$ cat config.mk
export PLATFORM = sky130hd
export DESIGN_NAME = coinc_top
export DESIGN_NICKNAME = d
export VERILOG_FILES = /design/src/rtl/coinc_pkg.sv /design/src/rtl/coinc_sync.sv /design/src/rtl/coinc_oneshot.sv /design/src/rtl/coinc_tsel.sv /design/src/rtl/coinc_top.sv
export SDC_FILE = /design/constraint.sdc
export NUM_CORES = 1
export LEC_CHECK = 0
export BUFFER_PORTS_ARGS = -buffer_cell sky130_fd_sc_hd__buf_2
export CAP_MARGIN = 20
export CORE_MARGIN = 2
export CORE_UTILIZATION = 30
export DETAILED_ROUTE_END_ITERATION = 16
export SETUP_SLACK_MARGIN = 0.05
export SKIP_LAST_GASP = 1
export SLEW_MARGIN = 15
export SYNTH_ARGS = -nofsm -noshare
export SYNTH_HDL_FRONTEND = slang
export SYNTH_SLANG_ARGS = --single-unit
$ cat constraint.sdc
create_clock -name clk -period 2.5 [get_ports clk]
set_input_delay 0.625 -clock clk [delete_from_list [all_inputs] [get_ports clk]]
set_output_delay 0.625 -clock clk [all_outputs]
set_load 0.01 [all_outputs]
$ cat src/rtl/coinc_pkg.sv
package coinc_pkg;

  localparam int NCH = 2;

  typedef enum logic [2:0] {
    SRC_AND = 3'd0,
    SRC_XOR = 3'd1,
    SRC_CH1 = 3'd2,
    SRC_CH2 = 3'd3,
    SRC_TP  = 3'd4
  } tsrc_e;

  // Cycles covering a duration: ceil(ns * hz / 1e9), never below one.
  function automatic int unsigned ns_to_cycles(input longint unsigned hz,
                                               input longint unsigned ns);
    longint unsigned c;
    c = (ns * hz + 64'd999_999_999) / 64'd1_000_000_000;
    if (c == 64'd0) return 32'd1;
    return 32'(c);
  endfunction

endpackage

$ cat src/rtl/coinc_sync.sv
module coinc_sync #(
  parameter int W = 3
) (
  input  logic         clk,
  input  logic         rst,
  input  logic [W-1:0] d,
  output logic [W-1:0] q
);
  logic [W-1:0] meta_q;
  logic [W-1:0] stab_q;

  always_ff @(posedge clk) begin
    if (rst) begin
      meta_q <= '0;
      stab_q <= '0;
    end else begin
      meta_q <= d;
      stab_q <= meta_q;
    end
  end

  assign q = stab_q;
endmodule

$ cat src/rtl/coinc_oneshot.sv
module coinc_oneshot #(
  parameter int unsigned LEN = 10
) (
  input  logic clk,
  input  logic rst,
  input  logic trig,
  output logic pulse
);
  localparam int CW = $clog2(LEN + 1);

  logic          trig_q;
  logic [CW-1:0] cnt_q;
  logic          rise;

  assign rise = trig & ~trig_q;

  always_ff @(posedge clk) begin
    if (rst) begin
      trig_q <= 1'b0;
      cnt_q  <= '0;
    end else begin
      trig_q <= trig;
      if (cnt_q != '0) begin
        cnt_q <= cnt_q - CW'(1);
      end else if (rise) begin
        cnt_q <= CW'(LEN);
      end
    end
  end

  assign pulse = (cnt_q != '0);
endmodule

$ cat src/rtl/coinc_tsel.sv
module coinc_tsel
  import coinc_pkg::*;
(
  input  logic       clk,
  input  logic       rst,
  input  logic       wr_en,
  input  logic [2:0] wr_data,
  input  logic       src_and,
  input  logic       src_xor,
  input  logic       src_ch1,
  input  logic       src_ch2,
  input  logic       src_tp,
  output tsrc_e      sel,
  output logic       tm,
  output logic       tm_n
);
  tsrc_e sel_q;
  logic  pick;
  logic  tm_q;
  logic  tmn_q;

  always_comb begin
    case (sel_q)
      SRC_AND: pick = src_and;
      SRC_XOR: pick = src_xor;
      SRC_CH1: pick = src_ch1;
      SRC_CH2: pick = src_ch2;
      SRC_TP:  pick = src_tp;
      default: pick = 1'b0;
    endcase
  end

  always_ff @(posedge clk) begin
    if (rst) begin
      sel_q <= SRC_AND;
      tm_q  <= 1'b0;
      tmn_q <= 1'b0;
    end else begin
      if (wr_en) sel_q <= tsrc_e'(wr_data);
      tm_q  <= pick;
      tmn_q <= ~pick;
    end
  end

  assign sel  = sel_q;
  assign tm   = tm_q;
  assign tm_n = tmn_q;
endmodule

$ cat src/rtl/coinc_top.sv
module coinc_top
  import coinc_pkg::*;
#(
  parameter longint unsigned CLK_HZ   = 100_000_000,
  parameter longint unsigned SHAPE_NS = 100,
  parameter longint unsigned EVENT_NS = 1_000,
  parameter longint unsigned LED_NS   = 100_000_000
) (
  input  logic           clk,
  input  logic           rst,
  input  logic [NCH-1:0] ch_raw,
  input  logic           tpulse_in,
  input  logic           sel_wr_en,
  input  logic [2:0]     sel_wr_data,
  output logic [NCH-1:0] disc_o,
  output logic           evt_and_o,
  output logic           evt_xor_o,
  output logic [NCH-1:0] led_o,
  output logic           tmeas_o,
  output logic           tmeas_n_o
);
  localparam int unsigned SHAPE_CYC = ns_to_cycles(CLK_HZ, SHAPE_NS);
  localparam int unsigned EVENT_CYC = ns_to_cycles(CLK_HZ, EVENT_NS);
  localparam int unsigned LED_CYC   = ns_to_cycles(CLK_HZ, LED_NS);

  logic [NCH:0]   sync_q;
  logic [NCH-1:0] disc;
  logic           tp_s;
  logic           both_on;
  logic           one_on;
  logic           evt_and;
  logic           evt_xor;
  tsrc_e          sel_q;

  coinc_sync #(.W(NCH + 1)) u_sync (
    .clk (clk),
    .rst (rst),
    .d   ({tpulse_in, ch_raw}),
    .q   (sync_q)
  );

  assign tp_s = sync_q[NCH];

  for (genvar c = 0; c < NCH; c++) begin : g_ch
    coinc_oneshot #(.LEN(SHAPE_CYC)) u_disc (
      .clk   (clk),
      .rst   (rst),
      .trig  (sync_q[c]),
      .pulse (disc[c])
    );
    coinc_oneshot #(.LEN(LED_CYC)) u_led (
      .clk   (clk),
      .rst   (rst),
      .trig  (disc[c]),
      .pulse (led_o[c])
    );
  end

  assign both_on = &disc;
  assign one_on  = ^disc;

  coinc_oneshot #(.LEN(EVENT_CYC)) u_evt_and (
    .clk   (clk),
    .rst   (rst),
    .trig  (both_on),
    .pulse (evt_and)
  );

  coinc_oneshot #(.LEN(EVENT_CYC)) u_evt_xor (
    .clk   (clk),
    .rst   (rst),
    .trig  (one_on),
    .pulse (evt_xor)
  );

  coinc_tsel u_tsel (
    .clk     (clk),
    .rst     (rst),
    .wr_en   (sel_wr_en),
    .wr_data (sel_wr_data),
    .src_and (evt_and),
    .src_xor (evt_xor),
    .src_ch1 (disc[0]),
    .src_ch2 (disc[1]),
    .src_tp  (tp_s),
    .sel     (sel_q),
    .tm      (tmeas_o),
    .tm_n    (tmeas_n_o)
  );

  assign disc_o    = disc;
  assign evt_and_o = evt_and;
  assign evt_xor_o = evt_xor;
endmodule

==> results.md, run 1 <==
- Crit path arrival time: 2.10 ns
- Global-route wire length before repair: between 15 and 20 mm
- Yosys Warn Count: 0
- Hold WC Path Type: reg -> reg
- Post-synth top area cell: dfxtp_1
- Share of cells above drive strength 1: 22.1%
- Mapped Cells: 464
- Slowest-stage cell, CP: or4_4
- Unrepaired setup endpoints after global routing: yes
- Initial antenna violation count: 0
- Vias per std cell: 5.05
- Most numerous cell in the Yosys netlist: dfxtp_1
- Fill cells: 1354
- Port buffer count: 16
- Largest net degree at the start of global routing: 33
- FFs w/ async S/R, synth: 0%
- Vias: roughly 3500
- Area contributors post-synth: dfxtp_1 (42%), nor2_1 (5.8%), a211oi_1 (4.7%), a311oi_1 (3.4%), nor2b_1 (2.9%)
- Register area share after synthesis: a little over two fifths
- Die X: ~120 µm
- Final period util: 109%
- Clk pin slew, worst setup/hold paths: 0.06 ns
- Sink Count: 87
- Total GRT Usage: 12.7%
- Max Cap Violations: 0
- Tmin final: about 2.7 ns
- H-tree depth: 3
- Critical path fanouts, max: 2
- # IOs: 17
- Post-synth top cells: dfxtp_1 (87), nor2_1 (64), a211oi_1 (26)
- WL per Instance: 12.7 µm
- Max_slew headroom: between 40% and 50%
- Type of element launching the critical path: register
- Syn Area/Cell: 8.93 µm²
- Max stage delay on crit path: 0.57 ns
- EDFF count, synth: 0
- TritonCTS Buffers: 9
- Initial Util: 31.1%
- Failing checks: negative setup slack
- GP Congestion: 0.801
- Critical path class: reg -> out
- Site row count: 42
- CTS root buf: clkbuf_16
- CTS tree: built
- DRC errors left: 0
- Initial DRC Count: 89
- Status: finished with violations
- First-pass DRT Iterations: 4
- Post-DP HPWL: 6.02 mm
- Max-slew violation count: 0
- Max clock buf depth: 2
- Worst-skew pair later-pin latency: between 0.3 and 0.4 ns
- Area of the multi-input gates: 2300 µm²
- Vias in the first global route: 3368
- Seq cells post-synth: 87
- Top FF cell, synth: dfxtp_1
- Fmax: roughly 0.37 GHz
- Final setup fails: 1
- Crit path setup slack, layout: -0.225 ns
- Die Footprint: between 10000 and 15000 µm²
- Die Ht: between 100 and 150 µm
- Tightest Pin Transition: 0.786 ns
- Post-synth top area share: a little over two fifths
- Setup WS pre-CTS: 0.0576 ns
- Synth Cell Area: just over 4000 µm²
- Number of diodes: 0
- Post-route ant nets: 0
- FF+latch area: 1750 µm²
- Final Hold Viols: 0
- Critical Path RT: 1.88 ns
- Net count, final: 524
- Fin Clk Skew: a little over 0.009 ns
- Area grow syn2layout: 22.1%
- Area of the core: 13300 µm²
- Cts hold-fix bufs: 0
- Yosys cell types: 56
- Critical Path, Cell by Cell: inv_2, ha_4, or3b_4, or4_4, nor2_8, inv_4, buf_6
- Grt ovf: 0
- CP endpoint kind: primary output
- Post-Syn Nets: 482
- Post-Route WL: 8.75 mm
==> flip-flops by register name, summed over array words and instances, names as in the netlist <==
name and cells:
u_evt_xor.cnt_q 7, g_ch.u_disc.trig_q 2, u_tsel.sel 3, g_ch.u_disc.cnt_q 8, u_evt_and.cnt_q 7, u_evt_and.trig_q 1, u_tsel.tm 1, u_tsel.tm_n 1
u_evt_xor.trig_q 1, g_ch.u_led.trig_q 2, u_sync.meta_q 3, u_sync.q 3, g_ch.u_led.cnt_q 48
==> metrics by stage <==
step,hold WS [ns],instances,TNS [ns],area (µm²),util [%]
2_1_floorplan,0.414,464,-0.0588,4180,-
3_3_place_gp,0.430,663,0,4590,34.4
3_5_place_dp,0.426,663,0,4590,34.4
4_1_cts,0.440,685,-0.241,4980,37.3
5_1_grt,0.461,687,-0.322,5060,37.9
6_report,0.439,687,-0.225,5060,37.9
==> cells by family (layout without fill, tap and decap cells) <==
logic type,after synthesis,after routing,synth area share (%)
compound gates,90,90,15.4
mux,12,12,3.08
xor+xnor,23,23,4.86
flops,87,87,42.0
fa+ha+maj,9,9,2.72
simple gates,196,196,26.9
buf+inv,47,94,5.04
==> repair_timing <==
action                     CTS  global route
hold endpoints to repair     0             0
setup buffers                6             3
pin swaps                    3             8
gates resized for setup      5            16
setup endpoints to repair    5            20
==> final cells by class <==
type | instances | share of cell area, %
clock buffer | 9 | 4.45
inverter | 23 | 1.75
multi-input combinational | 330 | 45.4
sequential | 87 | 34.5
clock inverter | 7 | 1.88
timing repair buffer | 55 | 7.74
tap | 176 | 4.35
==> routing by layer <==
layer	track usage, %	part of all wire (%)
met4	5.89	2.2
met3	3.32	3.1
met2	20.8	47
met1	15.7	48
met5	0	0
==> worst paths after layout <==
path                                  end                    from  cells after the start  slack [ns]
setup / recovery                 led_o[0]  g_ch[0].u_led.cnt_q[1]                      7       -0.22
hold / removal                u_sync.q[0]        u_sync.meta_q[0]                      1        0.44
setup reg to reg  g_ch[0].u_led.cnt_q[19]  g_ch[0].u_led.cnt_q[1]                      8        0.08
hold reg to reg               u_sync.q[0]        u_sync.meta_q[0]                      1        0.44
==> worst max-delay path: cells and delay by family (launching register included) <==
| family | cells | cell delay (ns) |
|---|---|---|
| buffers and inverters | 3 | 0.21 |
| AND/OR/NAND/NOR | 3 | 1.09 |
| adder cells (fa/ha/maj) | 1 | 0.13 |
| flip-flops | 1 | 0.32 |
==> cells in the final DEF (no fill, tap or decap), types with 3 or more instances in the layout <==
| cell type | count |
|---|---|
| mux2_2 | 5 |
| or4_4 | 3 |
| dfxtp_1 | 84 |
| o31ai_1 | 3 |
| a31oi_1 | 3 |
| xor2_1 | 10 |
| a211oi_1 | 23 |
| dfxtp_2 | 3 |
| or2_2 | 3 |
| and2_1 | 4 |
| buf_2 | 15 |
| a21oi_1 | 21 |
| or4_1 | 8 |
| nand2b_1 | 9 |
| ha_1 | 7 |
| xnor2_1 | 13 |
| nor4_2 | 5 |
| mux2i_1 | 6 |
| nor3_1 | 21 |
| or3_1 | 5 |
| nand2_1 | 11 |
| a311oi_1 | 16 |
| o21ai_0 | 9 |
| nor2_1 | 63 |
| a211oi_2 | 3 |
| buf_4 | 38 |
| nor2b_1 | 19 |
| nor4_1 | 16 |
| clkbuf_16 | 9 |
| inv_1 | 20 |
| nand3_1 | 3 |
Power of run 1 is not shown: default switching activity piles up to over one toggle a cycle in this logic, so the estimate is an artifact.
==> run 2: changes to the inputs <==
Settings changed: CORE_UTILIZATION 30 to 55, PLACE_DENSITY set to 0.75, SKIP_CTS_REPAIR_TIMING set to 1.
==> run 2 against run 1 <==
  * The run still ends with negative setup slack left
  * Routed wire length fell by 5.2%
  * Via count fell by 0.20%
  * Sequential share of layout area rose by 2.3 points
  * Setup slack got worse by 0.043 ns
  * Flip-flop and latch count did not move
  * Global-route usage rose by 8.1 points
  * Hold slack improved by 0.0067 ns
  * Register-to-register slack got worse by 0.06 ns
  * Core utilization rose by 27 points
  * Critical path depth did not move
  * Clock-buffer cell count rose by 3
  * Critical path type unchanged
==> results.md, run 2 (synthesis results as in run 1) <==
- Top delay family on crit path: simple AND/OR/NAND/NOR gates
- Hold WC Path Type: reg -> reg
- Largest Register: g_ch.u_led.cnt_q
- Crit path setup slack, layout: -0.267 ns (-0.0425 ns)
- Initial Util: 56.8% (+26 points)
- Max clock buf depth: 2 (unchanged)
- Worst path bufs/invs: 3 (unchanged)
- Largest regs: g_ch.u_led.cnt_q x48, g_ch.u_disc.cnt_q x8
- Vias: 3462 (-0.20%)
- Die Footprint: 8250 µm² (-44%)
- Net count, final: 518 (-1.1%)
- Reg2reg start: g_ch[0].u_led.cnt_q[0]
- WL per Instance: 13.7 µm (+7.8%)
- Fmax: 0.361 GHz (-1.5%)
- Max reg flops: 48 (unchanged)
- Critical path class: reg -> out
- Clk pin slew, worst setup/hold paths: 0.09 ns (+0.03 ns)
- Largest net degree at the start of global routing: 42 (+27%)
- Vias in the first global route: 3216 (-4.5%)
- Die Ht: 90.8 µm (-25%)
- Unrepaired setup endpoints after global routing: yes
- First-pass DRT Iterations: 4 (unchanged)
- GP Congestion: 0.851 (+6.2%)
- Final setup fails: 1 (unchanged)
- CTS tree: built
- Final period util: 111% (+1.7 points)
- Max_slew headroom: 45.0% (-2.2 points)
- Critical Path RT: 1.88 ns (about the same)
- Tmin final: 2.77 ns (+0.0425 ns)
- Fin Clk Skew: 0.0120 ns (+0.00266 ns)
- # IOs: 17 (unchanged)
- Max Cap Violations: 0 (unchanged)
- CP endpoint kind: primary output
- Post-route ant nets: 0 (unchanged)
- Critical Path, Cell by Cell: inv_2, ha_4, or3b_4, or4_4, nor2_8, inv_6, buf_6
- Vias per std cell: 5.73 (+14%)
- Area grow syn2layout: 14.4%
- Site row count: 31 (-26%)
- CTS root buf: clkbuf_8
- Grt ovf: 0 (unchanged)
- Total GRT Usage: 20.8% (+8.1 points)
- Area of the core: 7290 µm² (-45%)
- Max stage delay on crit path: 0.59 ns (+0.02 ns)
- Die X: 90.8 µm (-25%)
- Worst Setup SP: g_ch[0].u_led.cnt_q[0]
- Post-DP HPWL: 5.90 mm (-1.9%)
- Max-slew violation count: 0 (unchanged)
- Critical path fanouts, max: 4 (+2)
- DRC errors left: 0 (unchanged)
- Fill cells: 634 (-53%)
- Final hold slack: 0.445 ns (+0.00666 ns)
- Commonest cells after routing, fill and taps aside: dfxtp_1 (84), nor2_1 (64), buf_4 (33), a211oi_1 (25)
- H-tree depth: 3 (unchanged)
- Tightest Pin Transition: 0.817 ns (+0.0313 ns)
- Share of cells above drive strength 1: 19.6% (-2.5 points)
- TritonCTS Buffers: 9 (unchanged)
- Port buffer count: 16 (unchanged)
- Initial antenna violation count: 0 (unchanged)
- Final Hold Viols: 0 (unchanged)
- Min-Delay Startpoint: u_sync.meta_q[1]
- Worst-skew pair later-pin latency: 0.34 ns (about the same)
- Failing checks: negative setup slack
- Post-Route WL: 8.29 mm (-5.2%)
- Status: finished with violations
- Global-route wire length before repair: 14.4 mm (-5.1%)
- Crit path arrival time: 2.14 ns (+0.04 ns)
- Type of element launching the critical path: register
- Slowest-stage cell, CP: or4_4
- Sink Count: 87 (unchanged)
- Number of diodes: 0 (unchanged)
- Initial DRC Count: 208 (+130%)
- Commonest non-fill, non-tap cell in the layout: dfxtp_1
run 2: changes by cell type in the layout (fill, tap and decap cells not counted), sizes merged:
cell	before	now
clkinvlp	1	0
buf	55	49
clkinv	3	2
bufinv	2	1
clkbuf	9	12
run 2: final cells by class:
cell class | count | area [µm²] | share of cell area (%)
multi-input cells | 330 | 2250 | 47.4
flip-flops and latches | 87 | 1750 | 36.8
repair buffers | 49 | 334 | 7.05
clock buffers | 12 | 145 | 3.06
well taps | 99 | 124 | 2.61
inverters | 23 | 91.3 | 1.93
clock inverters | 4 | 52.6 | 1.11
run 2: final timing paths:
path	end	slack, ns	cells past startpoint
min reg2reg	u_sync.q[1]	0.45	1
max reg2reg	g_ch[0].u_led.cnt_q[7]	0.02	8
max	led_o[0]	-0.27	7
min	u_sync.q[1]	0.45	1
run 2: through the flow:
stage / TNS, ns / utilization, % / area (µm²) / instances / worst slack (ns)
floorplan: -0.0588 / - / 4180 / 464 / -0.0588
global placement: 0 / 61.0 / 4450 / 582 / 0.0964
detailed placement: 0 / 61.0 / 4450 / 582 / 0.0299
CTS: -0.373 / 63.7 / 4650 / 598 / -0.318
global route: -0.505 / 65.0 / 4740 / 604 / -0.311
finish: -0.267 / 65.0 / 4740 / 604 / -0.267
run 2: metal layers:
| layer | vias to the layer above | share of wire [%] | global-route usage (%) |
|---|---|---|---|
| li1 | 1754 | - | - |
| met1 | 1655 | 48 | 27.2 |
| met2 | 51 | 48 | 35.0 |
| met3 | 2 | 3.5 | 3.59 |
| met4 | 0 | 0.34 | 6.94 |
| met5 | - | 0 | 0 |
Power of run 2 is left out for the same reason.
